==> config.mk <==
export PLATFORM = sky130hd
export DESIGN_NAME = pixfmt_conv
export DESIGN_NICKNAME = d
export VERILOG_FILES = /design/src/rtl/pfc_pkg.sv /design/src/rtl/pfc_sat_lane.sv /design/src/rtl/pfc_pack_path.sv /design/src/rtl/pfc_rearrange.sv /design/src/rtl/pixfmt_conv.sv
export SDC_FILE = /design/constraint.sdc
export NUM_CORES = 1
export LEC_CHECK = 0
export BUFFER_PORTS_ARGS = -buffer_cell sky130_fd_sc_hd__buf_2
export CORE_MARGIN = 1.5
export CORE_UTILIZATION = 36
export CTS_CLUSTER_DIAMETER = 40
export DETAILED_ROUTE_END_ITERATION = 12
export HOLD_SLACK_MARGIN = 0.02
export REMOVE_ABC_BUFFERS = 1
export SKIP_LAST_GASP = 1
export SYNTH_ARGS = -nofsm -noshare
export SYNTH_HDL_FRONTEND = slang
export SYNTH_SLANG_ARGS = --single-unit
==> constraint.sdc <==
create_clock -name clk -period 1.5 [get_ports clk]
set_clock_uncertainty 0.2 [all_clocks]
set_input_delay 0.225 -clock clk [delete_from_list [all_inputs] [get_ports clk]]
set_output_delay 0.225 -clock clk [all_outputs]
set_load 0.01 [all_outputs]
==> src/rtl/pfc_pkg.sv <==
package pfc_pkg;

    localparam int OPC_W = 9;

    localparam logic [OPC_W-1:0] OPC_PACK16  = 9'h03B;
    localparam logic [OPC_W-1:0] OPC_PACK32  = 9'h03A;
    localparam logic [OPC_W-1:0] OPC_PACKFIX = 9'h03D;
    localparam logic [OPC_W-1:0] OPC_EXPAND  = 9'h04D;
    localparam logic [OPC_W-1:0] OPC_MERGE   = 9'h04B;

    typedef enum logic [2:0] {
        OPK_PACK16,
        OPK_PACK32,
        OPK_PACKFIX,
        OPK_EXPAND,
        OPK_MERGE,
        OPK_ILLEGAL
    } op_kind_e;

    typedef enum logic {
        ST_EMPTY,
        ST_FULL
    } out_state_e;

    function automatic op_kind_e decode_op(input logic [OPC_W-1:0] op);
        op_kind_e k;
        case (op)
            OPC_PACK16:  k = OPK_PACK16;
            OPC_PACK32:  k = OPK_PACK32;
            OPC_PACKFIX: k = OPK_PACKFIX;
            OPC_EXPAND:  k = OPK_EXPAND;
            OPC_MERGE:   k = OPK_MERGE;
            default:     k = OPK_ILLEGAL;
        endcase
        return k;
    endfunction

endpackage

==> src/rtl/pfc_sat_lane.sv <==
// One scaled, shifted and clamped lane. The intermediate is wide enough to
// hold the largest left shift without losing any bit.
module pfc_sat_lane #(
    parameter int IN_W       = 16,
    parameter int SC_W       = 4,
    parameter int RSH        = 7,
    parameter int OUT_W      = 8,
    parameter bit SIGNED_OUT = 1'b0
) (
    input  logic [IN_W-1:0]  lane_in,
    input  logic [SC_W-1:0]  scale,
    output logic [OUT_W-1:0] lane_out
);
    localparam int WIDE_W = IN_W + (1 << SC_W) - 1;
    localparam longint HI_I = SIGNED_OUT ? (longint'(1) << (OUT_W-1)) - 1
                                         : (longint'(1) << OUT_W) - 1;
    localparam longint LO_I = SIGNED_OUT ? -(longint'(1) << (OUT_W-1)) : 0;
    localparam logic signed [WIDE_W-1:0] HI_W = WIDE_W'(HI_I);
    localparam logic signed [WIDE_W-1:0] LO_W = WIDE_W'(LO_I);

    logic signed [WIDE_W-1:0] ext;
    logic signed [WIDE_W-1:0] scaled;
    logic signed [WIDE_W-1:0] shr;

    always_comb begin
        ext    = {{(WIDE_W-IN_W){lane_in[IN_W-1]}}, lane_in};
        scaled = ext <<< scale;
        shr    = scaled >>> RSH;
        if (shr > HI_W)
            lane_out = HI_W[OUT_W-1:0];
        else if (shr < LO_W)
            lane_out = LO_W[OUT_W-1:0];
        else
            lane_out = shr[OUT_W-1:0];
    end
endmodule

==> src/rtl/pfc_pack_path.sv <==
// All three saturating pack conversions, computed in parallel.
module pfc_pack_path #(
    parameter int DATA_W = 64,
    parameter int SC16_W = 4,
    parameter int SC32_W = 5
) (
    input  logic [DATA_W-1:0] src_a,
    input  logic [DATA_W-1:0] src_b,
    input  logic [SC16_W-1:0] sc16,
    input  logic [SC32_W-1:0] sc32,
    output logic [DATA_W-1:0] pack16_res,
    output logic [DATA_W-1:0] pack32_res,
    output logic [DATA_W-1:0] packfix_res
);
    localparam int HALF_W = DATA_W / 2;
    localparam int N16    = DATA_W / 16;
    localparam int N32    = DATA_W / 32;

    logic [DATA_W-1:0] a_shl;
    logic [HALF_W-1:0] p16_low;
    logic [HALF_W-1:0] pfx_low;

    assign a_shl = src_a << 8;

    for (genvar i = 0; i < N16; i++) begin : g_p16
        pfc_sat_lane #(
            .IN_W(16), .SC_W(SC16_W), .RSH(7), .OUT_W(8), .SIGNED_OUT(1'b0)
        ) u_lane (
            .lane_in (src_b[16*i +: 16]),
            .scale   (sc16),
            .lane_out(p16_low[8*i +: 8])
        );
    end

    for (genvar w = 0; w < N32; w++) begin : g_p32
        logic [7:0] sat_byte;
        pfc_sat_lane #(
            .IN_W(32), .SC_W(SC32_W), .RSH(23), .OUT_W(8), .SIGNED_OUT(1'b0)
        ) u_byte (
            .lane_in (src_b[32*w +: 32]),
            .scale   (sc32),
            .lane_out(sat_byte)
        );
        assign pack32_res[32*w +: 32] = {a_shl[32*w+8 +: 24], sat_byte};

        pfc_sat_lane #(
            .IN_W(32), .SC_W(SC32_W), .RSH(16), .OUT_W(16), .SIGNED_OUT(1'b1)
        ) u_fix (
            .lane_in (src_b[32*w +: 32]),
            .scale   (sc32),
            .lane_out(pfx_low[16*w +: 16])
        );
    end

    assign pack16_res  = {{HALF_W{1'b0}}, p16_low};
    assign packfix_res = {{HALF_W{1'b0}}, pfx_low};
endmodule

==> src/rtl/pfc_rearrange.sv <==
// Byte widening and byte interleave of the low halves of the operands.
module pfc_rearrange #(
    parameter int DATA_W = 64
) (
    input  logic [DATA_W-1:0] src_a,
    input  logic [DATA_W-1:0] src_b,
    output logic [DATA_W-1:0] expand_res,
    output logic [DATA_W-1:0] merge_res
);
    localparam int NB = DATA_W / 16;

    for (genvar i = 0; i < NB; i++) begin : g_byte
        assign expand_res[16*i +: 16] = {4'h0, src_b[8*i +: 8], 4'h0};
        assign merge_res[16*i +: 16]  = {src_a[8*i +: 8], src_b[8*i +: 8]};
    end
endmodule

==> src/rtl/pixfmt_conv.sv <==
module pixfmt_conv
    import pfc_pkg::*;
#(
    parameter int DATA_W    = 64,
    parameter int STAT_W    = 8,
    parameter int SCALE_LSB = 3,
    parameter int SC16_W    = 4,
    parameter int SC32_W    = 5
) (
    input  logic              clk,
    input  logic              rst_n,
    input  logic              in_valid,
    input  logic [OPC_W-1:0]  opcode,
    input  logic [DATA_W-1:0] src_a,
    input  logic [DATA_W-1:0] src_b,
    input  logic [STAT_W-1:0] status_lo,
    output logic [DATA_W-1:0] result,
    output logic              out_valid,
    output logic              illegal_op
);
    localparam int HALF_W = DATA_W / 2;

    op_kind_e          kind;
    logic [SC16_W-1:0] sc16;
    logic [SC32_W-1:0] sc32;
    logic [DATA_W-1:0] r_p16, r_p32, r_pfx, r_exp, r_mrg;
    logic [DATA_W-1:0] next_res;
    logic              next_ill;
    out_state_e        state, state_nx;

    assign kind = decode_op(opcode);
    assign sc16 = status_lo[SCALE_LSB +: SC16_W];
    assign sc32 = status_lo[SCALE_LSB +: SC32_W];

    pfc_pack_path #(
        .DATA_W(DATA_W), .SC16_W(SC16_W), .SC32_W(SC32_W)
    ) u_pack (
        .src_a      (src_a),
        .src_b      (src_b),
        .sc16       (sc16),
        .sc32       (sc32),
        .pack16_res (r_p16),
        .pack32_res (r_p32),
        .packfix_res(r_pfx)
    );

    pfc_rearrange #(
        .DATA_W(DATA_W)
    ) u_rearr (
        .src_a     (src_a),
        .src_b     (src_b),
        .expand_res(r_exp),
        .merge_res (r_mrg)
    );

    always_comb begin
        next_ill = 1'b0;
        unique case (kind)
            OPK_PACK16:  next_res = r_p16;
            OPK_PACK32:  next_res = r_p32;
            OPK_PACKFIX: next_res = r_pfx;
            OPK_EXPAND:  next_res = r_exp;
            OPK_MERGE:   next_res = r_mrg;
            default: begin
                next_res = '0;
                next_ill = 1'b1;
            end
        endcase
    end

    // State transitions: GO_FULL on in_valid, GO_EMPTY otherwise
    always_comb begin
        unique case (state)
            ST_EMPTY: state_nx = in_valid ? ST_FULL : ST_EMPTY;
            ST_FULL:  state_nx = in_valid ? ST_FULL : ST_EMPTY;
            default:  state_nx = ST_EMPTY;
        endcase
    end

    always_ff @(posedge clk or negedge rst_n) begin
        if (!rst_n)
            state <= ST_EMPTY;
        else
            state <= state_nx;
    end

    always_ff @(posedge clk or negedge rst_n) begin
        if (!rst_n) begin
            result     <= '0;
            illegal_op <= 1'b0;
        end else if (in_valid) begin
            result     <= next_res;
            illegal_op <= next_ill;
        end
    end

    assign out_valid = (state == ST_FULL);


    latency_chk: assert property (@(posedge clk) disable iff (!rst_n)
        in_valid |=> out_valid);

    idle_hold_chk: assert property (@(posedge clk) disable iff (!rst_n)
        !in_valid |=> (!out_valid && $stable(result) && $stable(illegal_op)));

    illegal_zero_chk: assert property (@(posedge clk) disable iff (!rst_n)
        illegal_op |-> (result == '0));

    narrow_upper_chk: assert property (@(posedge clk) disable iff (!rst_n)
        (in_valid && (opcode == OPC_PACK16 || opcode == OPC_PACKFIX))
        |=> (result[DATA_W-1:HALF_W] == '0));

    pack32_shift_chk: assert property (@(posedge clk) disable iff (!rst_n)
        (in_valid && opcode == OPC_PACK32)
        |=> (result[15:8] == $past(src_a[7:0])));

    expand_nibble_chk: assert property (@(posedge clk) disable iff (!rst_n)
        (in_valid && opcode == OPC_EXPAND)
        |=> (result[3:0] == 4'h0 && result[DATA_W-1:DATA_W-4] == 4'h0));

    merge_low_chk: assert property (@(posedge clk) disable iff (!rst_n)
        (in_valid && opcode == OPC_MERGE)
        |=> (result[15:0] == {$past(src_a[7:0]), $past(src_b[7:0])}));
endmodule

# Word level (Yosys, flattened, before mapping)
# Cells that the tools add are included.
# W data, S select, Z words.
# totals
elab_cells,56
reg_bits,66
inputBits,148
# op_classes
shifts,6
order_cmp,16
n_eq_ne,9
muxes,20
reduce_logical,2
# op_table
op,count
$pmux W64 S5,1
$sshl A32 B5 Y63,2
$sshl A16 B4 Y31,4
$gt A24 B9 Y1 const B,4
$lt A24 B1 Y1 const B,4
$mux W8,12
$gt A47 B16 Y1 const B,2
$lt A47 B16 Y1 const B,2
$gt A40 B9 Y1 const B,2
$lt A40 B1 Y1 const B,2
$mux W16,4
$eq A9 B6 Y1 const B,3
$eq A9 B7 Y1 const B,2
$pmux W3 S5,1
$eq A3 B2 Y1 const B,2
$reduce_or A5 Y1,1
$eq A3 B1 Y1 const B,1
$eq A3 B3 Y1 const B,1
$logic_not A3 Y1,1
$mux W1,2

# Longest topological paths before layout
# Gate-level depths: netlist of the first run.
# logic_depth
word_depth,5
depth_mapped,18
ltp_nobuf,9

# By module
# A second synthesis of the first run with hierarchy kept.
# hier_totals
cells_unflattened,2595
hier_area_um2,21933.5
# modules_own_cells
mod,cells_each,area_per_inst_um2,n_inst
pfc_sat_lane (u_pack.g_p32[0].u_fix ...),410,3493.4,2
pixfmt_conv,597,5500.3,1
pfc_sat_lane (u_pack.g_p32[0].u_byte ...),260,1936.9,2
pfc_sat_lane (u_pack.g_p16[0].u_lane ...),104,940.9,4
pfc_rearrange,129,964.7,1
pfc_pack_path,113,844.6,1

# Worst setup path after synthesis of the first run
# OpenSTA, ideal clock, no wires.
# synth_path
kind,input-to-reg
start,in status_lo[4]
end,reg result[18]
path_stages,15
path_buffers,7
required_ns,1.175
slack_ns,-1.854
arrival_time_ns,3.029
cell_sequence,buf_6 > buf_12 > buf_12 > buf_6 > buf_2 > buf_4 > buf_2 > mux4_2 > nor3_1 > o22ai_1 > a21oi_1 > o211ai_1 > a221oi_1 > o31ai_1 > o21bai_1
# synth_via
elab_chain_cells,5
# synth_lines
item,line,rtl
"start, declared",pixfmt_conv.sv:16,"input logic [STAT_W-1:0] status_lo,"
$sshl A32 B5 Y63 or $sshl A16 B4 Y31 (tied branches),pfc_sat_lane.sv:27,scaled = ext <<< scale;
$lt A47 B16 Y1 or $lt A24 B1 Y1 (tied branches),pfc_sat_lane.sv:31,else if (shr < LO_W)
$mux W16 or $mux W8 (tied branches),pfc_sat_lane.sv:31,
$mux W16 or $mux W8 (tied branches),pfc_sat_lane.sv:29,if (shr > HI_W)
$pmux W64 S5 (*),pixfmt_conv.sv:58,unique case (kind)
"end signal, assigned",pixfmt_conv.sv:92,result <= next_res;
"end, declared",pixfmt_conv.sv:17,"output logic [DATA_W-1:0] result,"
# Every way passes the cells marked *; elsewhere a longest branch is shown, timed or not.
# A chain may end at the register's enable or synchronous reset.

# Worst setup path after layout of the first run
# layout_path
start,in status_lo[4]
end,reg result[4]
# layout_via
elab_chain_cells,5
# layout_lines
item,line
$sshl A32 B5 Y63 or $sshl A16 B4 Y31 (tied branches),pfc_sat_lane.sv:27
"$lt A47 B16 Y1, or another cell as far along",pfc_sat_lane.sv:31
$mux W16 or $mux W8 (tied branches),pfc_sat_lane.sv:31
$mux W16 or $mux W8 (tied branches),pfc_sat_lane.sv:29
$pmux W64 S5 (*),pixfmt_conv.sv:58
# Marks and branches as above.

==> impl_metrics.tcl, run 1 <==
set metrics [dict create \
    core_area_sq_um 30510 \
    fin_ws_ps -1654 \
    max_slew_margin_pct 48.75 \
    port_buffers 202 \
    rsz0062_at_grt "true" \
    n_antenna_cell 0 \
    root_buffer "clkbuf_16" \
    hold_ws_ps 50.97 \
    critPathMostFrequentCell "buf_4" \
    area_delta_synth_final_pct 60.34 \
    finalNetCount 2159 \
    violations "negative setup slack" \
    cts.sinks 66 \
    outcome "complete, but fails checks" \
    postRouteWirelength_um 62490 \
    synth-async-reset-ratio_pct 100.0 \
    drc 0 \
    seq_area_frac_synth_pct 14.80 \
    fill_cells 2696 \
    end_kind "register" \
    ir_drop_mv 0.4628 \
    synth-edff-count 0 \
    crit_path_max_incr_delay_ps 450 \
    ys_ff_latch 66 \
    cts_buffers 9 \
    hold_class "input port to register" \
    finalHoldViolCount 0 \
    path_max_fanout 15 \
    synth_ff_type "dfrtp_1" \
    clk_pin_slew_ps 70 \
    regArea_sq_um 1652 \
    maxCapViolations 0 \
    via_count 15438 \
    worstSetupPathType "input port to register" \
    fmax_mhz 317.0 \
    clk_latency_ps 340 \
    setup_viol 65 \
    path_cells "buf_16, bufbuf_16, nor2b_1, buf_4, nand2_1, o211ai_1, a221o_1, buf_4, nand3_1, nor4_2, and4_4, buf_8, a21oi_1, a211o_1" \
    cts_tree "built" \
    drt_first_pass_iters 6 \
    pwr_density_cell_nw_per_um2 527.8 \
    finalCritPeriodShare_pct 210.3 \
    yosysWarnings 0 \
    die_area_sq_um 32060 \
    post-place-ws_ps -2293 \
    grt_overflow 0 \
    slowest_stage "nor2b_1" \
    grt_pass1_wl_um 90800 \
    syn_avg_cell_area_sq_um 8.259 \
    p_leak_nw 8.028 \
    htree_levels 3 \
    row_count 64 \
    antenna_found_initial 0 \
    cp_top_family "simple AND/OR/NAND/NOR gates" \
    drt_iter0_markers 2064 \
    grt_max_degree 38 \
    critPathLaunchType "input port" \
    worst_pin_slew_ps 760.7 \
    pin_count 214 \
    required_ps 1530 \
    syn_area_sq_um 11160 \
    gp_congestion 1.012 \
    wl_per_cell_um 25.91 \
    maxSlewViolCount 0 \
    multi_input_area_sq_um 9045 \
    layout-drive-gt1-share_pct 49.55 \
    start_util_pct 36.57 \
    crit_arrival_ps 3180 \
    crit_buf_inv 5 \
    dieWidth_um 179.1 \
    yosysUniqueCellTypes 93 \
    grt_pass1_vias 15021 \
    netlist_instances 1351 \
    clockBufferDepth 2 \
    finalCriticalPeriod_ps 3154 \
    ant_nets 0 \
    grtUsageTotal_pct 37.75 \
    viasPerCell 6.400 \
    dpl.hpwl_um 46670 \
    dieHeight_um 179.1 \
]
power breakdown:
part	leakage (nW)	total (mW)	internal [mW]	switching [mW]
sequential	0.909	1.80	1.79	0.00799
clock	0.146	2.31	1.31	1.00
combinational	6.97	5.34	2.57	2.77
total	8.03	9.44	5.66	3.78
final cells by class:
class / instances / share of cell area, %
well taps: 396 / 2.769
clock buffers: 9 / 1.259
flip-flops and latches: 66 / 9.231
clock inverters: 7 / 0.4336
multi-input cells: 1120 / 50.56
repair buffers: 800 / 35.45
inverters: 14 / 0.3007
synth_stat cells, drive strengths merged, types with 6 or more instances:
library cell / number / area, sq um
a211o: 13 / 116.4
a211oi: 19 / 142.6
a21boi: 7 / 52.55
a21o: 18 / 136.4
a21oi: 96 / 480.5
a221oi: 16 / 140.1
a222oi: 16 / 160.2
a22oi: 39 / 292.8
a2bb2oi: 7 / 61.31
a31oi: 15 / 93.84
a32oi: 10 / 87.58
and2: 9 / 56.30
and3: 14 / 92.59
buf: 59 / 382.9
clkbuf: 90 / 543.0
dfrtp: 66 / 1652
inv: 10 / 37.54
mux2: 37 / 416.7
mux2i: 100 / 1017
mux4: 62 / 1464
nand2: 131 / 491.7
nand2b: 10 / 70.06
nand3: 49 / 245.2
nand3b: 6 / 45.04
nand4: 9 / 56.30
nor2: 91 / 344.1
nor2b: 9 / 56.30
nor3: 37 / 190.2
nor4: 9 / 56.30
o211ai: 27 / 202.7
o21a: 12 / 90.09
o21ai: 83 / 415.4
o22a: 6 / 55.05
o22ai: 24 / 150.1
o2bb2ai: 27 / 236.5
o31ai: 11 / 82.58
or3: 11 / 70.07
or4: 12 / 93.84
cell usage in the layout (no fill, tap or decap), types with 8 or more instances in the layout:
cell	instances
buf_6	39
a22oi_1	37
a222oi_1	16
o21ai_1	11
or3_1	8
a32oi_1	8
a211o_1	11
mux2i_2	11
nor2_1	82
buf_16	10
and3_1	13
dlygate4sd3_1	38
o211ai_1	27
a31oi_1	15
a21oi_1	92
o22ai_1	24
o21ai_0	65
o2bb2ai_2	12
mux2_2	31
a21o_1	17
or4_1	9
mux2i_1	83
nand4_1	9
buf_12	18
mux4_2	59
buf_4	489
a211oi_1	14
nor3_1	31
clkbuf_16	12
inv_1	9
o2bb2ai_1	13
buf_2	194
nand2b_1	8
o21a_1	12
nand3_1	45
nand2_1	129
dfrtp_1	66
a221oi_1	12
timing repair:
| action | in CTS | in global routing |
|---|---|---|
| pin swaps | 45 | 53 |
| buffers inserted | 38 | 17 |
| gates cloned | 9 | 4 |
| gates resized for setup | 146 | 92 |
| hold endpoints to repair | 91 | 1 |
| hold buffers | 37 | 1 |
| setup endpoints to repair | 65 | 65 |
worst min-delay path, stage by stage:
cell     delay, ps
buf_2           80
nand2_1         40
a21oi_1        110
a211o_1        110
per-layer routing:
metal,global-route usage [%],routed length (um),vias to the layer above
met3,5.556,6616,202
met1,51.39,25050,7432
met2,59.17,27870,1105
met5,0,0,-
li1,-,-,6699
met4,16.42,2956,0
kinds of logic after synthesis:
kind of cell	synth area share, %
buffers and inverters	9.139
and+or+nand+nor	18.46
DFF	14.80
muxes	25.97
AOI/OAI and AO/OA	31.63
flip-flops by register name, indices dropped and copies added (netlist names):
register,flops
result,64
illegal_op,1
out_valid,1
worst paths after layout:
kind,from,endpoint,slack (ps),depth (start not counted)
max,status_lo[4],result[4],-1650,14
min,src_a[7],result[15],50,4
max reg2reg,result[26],result[26],20,6
min reg2reg,result[48],result[48],290,1
max in group asynchronous,rst_n,result[22],440,3
min in group asynchronous,rst_n,result[15],170,2
through the flow:
| step | cell area [sq um] | instances | power [mW] | setup TNS [ps] | util [%] |
|---|---|---|---|---|---|
| 2_1_floorplan | 10190 | 1200 | 3.553 | -141820 | - |
| 3_3_place_gp | 15640 | 2297 | 6.439 | -97910 | 51.25 |
| 3_5_place_dp | 15640 | 2297 | 6.439 | -100610 | 51.25 |
| 4_1_cts | 17290 | 2396 | 9.109 | -63070 | 56.68 |
| 5_1_grt | 17890 | 2412 | 9.721 | -69720 | 58.64 |
| 6_report | 17890 | 2412 | 9.442 | -66350 | 58.64 |
(Power assumes the default switching activity.)
==> inputs of run 2 (changes only) <==
--- a/config.mk
+++ b/config.mk
@@ -5,9 +5,11 @@
 export SDC_FILE = /design/constraint.sdc
 export NUM_CORES = 1
 export LEC_CHECK = 0
+export ABC_AREA = 1
 export BUFFER_PORTS_ARGS = -buffer_cell sky130_fd_sc_hd__buf_2
 export CORE_MARGIN = 1.5
 export CORE_UTILIZATION = 36
+export CTS_BUF_LIST = sky130_fd_sc_hd__clkbuf_4 sky130_fd_sc_hd__clkbuf_8
 export CTS_CLUSTER_DIAMETER = 40
 export DETAILED_ROUTE_END_ITERATION = 12
 export HOLD_SLACK_MARGIN = 0.02
==> impl_metrics.tcl, run 2 <==
set metrics [dict create \
    pwr_density_cell_nw_per_um2 522.2 \
    slowest_stage "nor2_4" \
    postPlaceCellArea_sq_um 13130 \
    layout-drive-gt1-share_pct 29.50 \
    p_switching_mw 3.230 \
    syn_avg_cell_area_sq_um 5.196 \
    violations "negative setup slack" \
    critPathMostFrequentCell "nand2_1" \
    fin_total_pwr_mw 7.621 \
    grt_pass1_vias 13549 \
    hold_ws_ps 34.38 \
    cts_buffers 9 \
    r2r-start "result[57]" \
    fin_ws_ps -941.9 \
    finalHoldViolCount 0 \
    ys_ff_latch 66 \
    core_area_sq_um 26880 \
    internal_power_mw 4.391 \
    worst_pin_slew_ps 731.7 \
    htree_levels 3 \
    dieWidth_um 168.1 \
    synth-async-reset-ratio_pct 100.0 \
    post-place-ws_ps -1474 \
    clk_pin_slew_ps 90 \
    p_leak_nw 8.221 \
    row_count 60 \
    finalNetCount 2499 \
    gp_congestion 1.008 \
    dieHeight_um 168.1 \
    clockBufferDepth 2 \
    maxSlewViolCount 0 \
    yosys-top-cells-area "nand2_1 (36%), dfrtp_1 (17%), nand3_1 (15%)" \
    finalCriticalPeriod_ps 2442 \
    pwr-share-seq_pct 23.5 \
    grtUsageMet2_pct 53.50 \
    drt_first_pass_iters 5 \
    setup_viol 63 \
    crit_path_max_incr_delay_ps 230 \
    via_count 14552 \
    syn_area_sq_um 9809 \
    n_antenna_cell 0 \
    rsz0062_at_grt "true" \
    maxCapViolations 0 \
    drt_iter0_markers 1617 \
    crit_start "status_lo[3]" \
    setup.worst_path.end "result[30]" \
    grt_max_degree 67 \
    wl_per_cell_um 18.75 \
    viasPerCell 5.396 \
    yosys-top-cells-count "nand2_1 (936), nand3_1 (298), o21ai_0 (107), inv_1 (81), nor2_1 (76)" \
    pin_count 214 \
    synth-edff-count 0 \
    end_kind "register" \
    clk_latency_ps 360 \
    drc 0 \
    use_met1_pct 49.46 \
    swShare_pct 42.38 \
    yosysUniqueCellTypes 47 \
    hold_class "input port to register" \
    finalCritPeriodShare_pct 162.8 \
    ff2ff_path_depth 2 \
    port_buffers 202 \
    yosysTopAreaCellShare_pct 35.82 \
    critPathLaunchType "input port" \
    fmax_mhz 409.5 \
    ant_nets 0 \
    start_util_pct 36.50 \
    root_buffer "clkbuf_8" \
    synth.most_common_cell "nand2_1" \
    grt_pass1_wl_um 75770 \
    required_ps 1560 \
    die_area_sq_um 28250 \
    path_max_fanout 9 \
    final_cell_mix "nand2_1 (894), buf_4 (294), nand3_1 (264)" \
    crit_arrival_ps 2510 \
    grt_overflow 0 \
    yosys.area.top_type "nand2_1" \
    cts.sinks 66 \
    pwr-share-comb_pct 53.3 \
    final_common_cell "nand2_1" \
    yosysWarnings 0 \
    worstSetupPathType "input port to register" \
    cts_tree "built" \
    reg2reg_to "result[57]" \
    max_slew_margin_pct 50.70 \
    gr-usage-met3_pct 4.560 \
    top_register "result" \
    fin_util_pct 54.31 \
    r2r_slack_ps 660 \
    path_cells "clkbuf_16, buf_16, buf_4, nand2_1, nand3_1, nand3_1, nand2_1, nand2_2, nand3_2, nand2_2, buf_4, nand2_1, nor2_1, nand2_1, nor2_4, nand2_4, nand2_4, nand2_1, nand2_1, nand2_1, nand2_1, nand2_1" \
    seq_area_frac_synth_pct 16.84 \
    dpl.hpwl_um 38590 \
    busiest_layer "met2" \
    outcome "complete, but fails checks" \
    power_frac_clock_pct 23.3 \
    postRouteWirelength_um 50560 \
    design_area_sq_um 14600 \
    synth_ff_type "dfrtp_1" \
    grtUsageTotal_pct 34.38 \
    netlist_instances 1888 \
    antenna_found_initial 0 \
    largest_reg_flops 64 \
    area_delta_synth_final_pct 48.79 \
    ir_drop_mv 0.3712 \
]
[run 2: area by class of cell]
cell class	instances	area, sq um
fillers	2834	12280
multi-input cells	1614	7566
repair buffers	564	4307
flip-flops and latches	66	1652
well taps	341	426.7
inverters	94	381.6
clock buffers	9	123.9
clock inverters	7	102.6
repair inverters	2	36.28
[run 2: cells by family (layout without fill, tap and decap cells)]
group	count (synthesis)	in the layout	synth area share, %
AND/OR/NAND/NOR	1371	1377	58.28
AO/OA/AOI/OAI	237	237	14.25
buffers and inverters	214	676	10.64
flip-flops	66	66	16.84
[run 2: layer usage]
layer	vias up	wire length, um
li1	7110	-
met1	6615	23080
met2	748	21750
met3	79	4378
met4	0	1352
met5	-	0
[run 2: worst min path at each step]
stage                     startpoint          to  slack [ps]  cells past startpoint
after CTS                  src_a[46]  result[54]          30                      5
after floorplan                rst_n  illegal_op        -270                      0
after global placement         rst_n   out_valid          70                      2
final                      src_a[45]  result[53]          30                      5
after global routing       src_a[43]  result[51]          50                      4
after detailed placement       rst_n   out_valid          80                      2
[run 2: timing repair]
action	4_1_cts	5_1_grt
buffers inserted	7	6
hold buffers	33	0
endpoints found under the hold margin	89	0
pin swaps	21	18
endpoints found under the setup margin	60	64
gates cloned	10	6
gates resized for setup	85	65
[run 2: through the flow]
| step | TNS (ps) | std cells |
|---|---|---|
| 4_1_cts | -35630 | 2685 |
| 3_3_place_gp | -67360 | 2619 |
| 5_1_grt | -48650 | 2697 |
| 6_report | -38780 | 2697 |
| 3_5_place_dp | -67820 | 2619 |
| 2_1_floorplan | -84870 | 1768 |
[run 2: power by group through the flow]
stage / Clock (mW) / Combinational [mW] / Sequential [mW]
final: 1.77 / 4.06 / 1.79
after global routing: 1.88 / 4.38 / 1.79
after CTS: 1.79 / 3.80 / 1.79
after detailed placement: 0 / 3.55 / 1.82
after global placement: 0 / 3.57 / 1.82
after floorplan: 0 / 1.59 / 1.83
[run 2: critical path, delay by kind of cell]
kind          cells  cell delay, ps
simple gates     18            1710
buf+inv           4             550
==> inputs of run 3 (changes only) <==
--- a/config.mk
+++ b/config.mk
@@ -9,7 +9,6 @@
 export BUFFER_PORTS_ARGS = -buffer_cell sky130_fd_sc_hd__buf_2
 export CORE_MARGIN = 1.5
 export CORE_UTILIZATION = 36
-export CTS_BUF_LIST = sky130_fd_sc_hd__clkbuf_4 sky130_fd_sc_hd__clkbuf_8
 export CTS_CLUSTER_DIAMETER = 40
 export DETAILED_ROUTE_END_ITERATION = 12
 export HOLD_SLACK_MARGIN = 0.02
==> impl_metrics.tcl, run 3 (synthesis results as in run 2) <==
set metrics [dict create \
    outcome "complete, but fails checks" \
    violations "negative setup slack" \
    final_common_cell "nand2_1" \
    grt_max_degree 67 \
    ir_drop_mv 0.4456 \
    max_slew_margin_pct 65.90 \
    cts_buffers 9 \
    critPathLaunchType "input port" \
    root_buffer "clkbuf_16" \
    maxCapViolations 0 \
    clk_pin_slew_ps 60 \
    multi_input_area_sq_um 8641 \
    drt_first_pass_iters 6 \
    clk_latency_ps 340 \
    wl_per_cell_um 19.84 \
    n_antenna_cell 0 \
    via_count 15250 \
    dpl.hpwl_um 38590 \
    ant_nets 0 \
    layoutNonFillerInstCount 2731 \
    port_buffers 202 \
    htree_levels 3 \
    regArea_sq_um 1652 \
    dieHeight_um 168.1 \
    finalHoldViolCount 0 \
    fin_ws_ps -958.7 \
    row_count 60 \
    crit_arrival_ps 2490 \
    tns_ps -36350 \
    drc 0 \
    post-place-ws_ps -1474 \
    worst_pin_slew_ps 507.2 \
    fill_cells 2635 \
    dpl.cell_count 2619 \
    finalCriticalPeriod_ps 2459 \
    hold_class "input port to register" \
    ff2ff_path_depth 2 \
    viasPerCell 5.584 \
    start_util_pct 36.50 \
    largest_reg_flops 64 \
    grt_overflow 0 \
    dieWidth_um 168.1 \
    setup_viol 51 \
    clockBufferDepth 2 \
    top_register "result" \
    required_ps 1530 \
    cts_tree "built" \
    final_cell_mix "nand2_1 (804), buf_4 (306), buf_2 (197)" \
    rsz0062_at_grt "true" \
    p_leak_nw 8.862 \
    grt_pass1_wl_um 75040 \
    finalNetCount 2533 \
    pin_count 214 \
    antenna_found_initial 0 \
    grt_pass1_vias 13512 \
    maxSlewViolCount 0 \
    layout-drive-gt1-share_pct 40.25 \
    fin_util_pct 60.58 \
    cts.sinks 66 \
    finalCritPeriodShare_pct 163.9 \
    whs_path_depth 5 \
    die_area_sq_um 28250 \
    fmax_mhz 406.7 \
    worstSetupPathType "input port to register" \
    drt_iter0_markers 1627 \
    postRouteWirelength_um 54180 \
    grtUsageTotal_pct 34.25 \
    end_kind "register" \
    area_delta_synth_final_pct 65.98 \
    path_max_fanout 8 \
    core_area_sq_um 26880 \
    pwr_density_cell_nw_per_um2 537.7 \
    gp_congestion 1.008 \
]
-- run 3: what timing repair did --
action,CTS,global route
hold endpoints to repair,84,0
buffers inserted,5,38
gates cloned,9,18
pin swaps,19,92
resized for setup,78,388
hold buffers,27,0
setup endpoints to repair,63,65
-- run 3: layout make-up --
type                    count  area share [%]
clock buffers               9           1.383
clock inverters             7          0.6301
inverters                  94           2.421
multi-input cells        1614           53.07
flip-flops and latches     66           10.14
well taps                 341           2.620
repair buffers            596           29.31
repair inverters            4          0.4227
-- run 3: through the flow --
stage / total power [mW] / hold WS (ps) / instance area [sq um]
finish: 8.755 / 28.32 / 16280
global route: 9.180 / 44.53 / 16280
CTS: 7.955 / 29.00 / 14180
detailed placement: 5.380 / 76.15 / 13130
global placement: 5.390 / 68.63 / 13130
floorplan: 3.421 / -270.6 / 9129
-- run 3: power by group --
| group | internal [mW] | switching (mW) | total (mW) |
|---|---|---|---|
| Combinational | 1.89 | 2.71 | 4.60 |
| Clock | 1.47 | 0.894 | 2.36 |
| Sequential | 1.79 | 0.00408 | 1.79 |
-- run 3: worst paths after layout --
path,startpoint,end,slack (ps)
setup / recovery,status_lo[3],result[26],-960
hold / removal,src_a[4],result[12],30
setup reg to reg,result[59],result[59],660
hold reg to reg,result[34],result[34],270
max in group asynchronous,rst_n,result[42],560
min in group asynchronous,rst_n,out_valid,230
-- run 3: critical path, stage by stage --
cell and delay (ps):
clkbuf_16 170, buf_16 160, o211ai_1 280, nand2_1 130, nand2_1 100, nand2_2 70
nand2_2 80, nand3_2 100, nand2_2 110, nand2_1 60, nor2_2 100, nand3_2 90
nor2_4 220, nand2_4 170, nand2_8 120, nand2_1 50, nand2_1 50, nand2_1 60
nand2_1 80, nand2_1 50
-- run 3: metal layers --
layer  up-vias  GRT usage (%)  routed length (um)
met4         0          10.83                2007
met5         -              0                   0
li1       7193              -                   -
met1      7051          48.17               23470
met2       870          52.75               23430
met3       136          6.488                5272
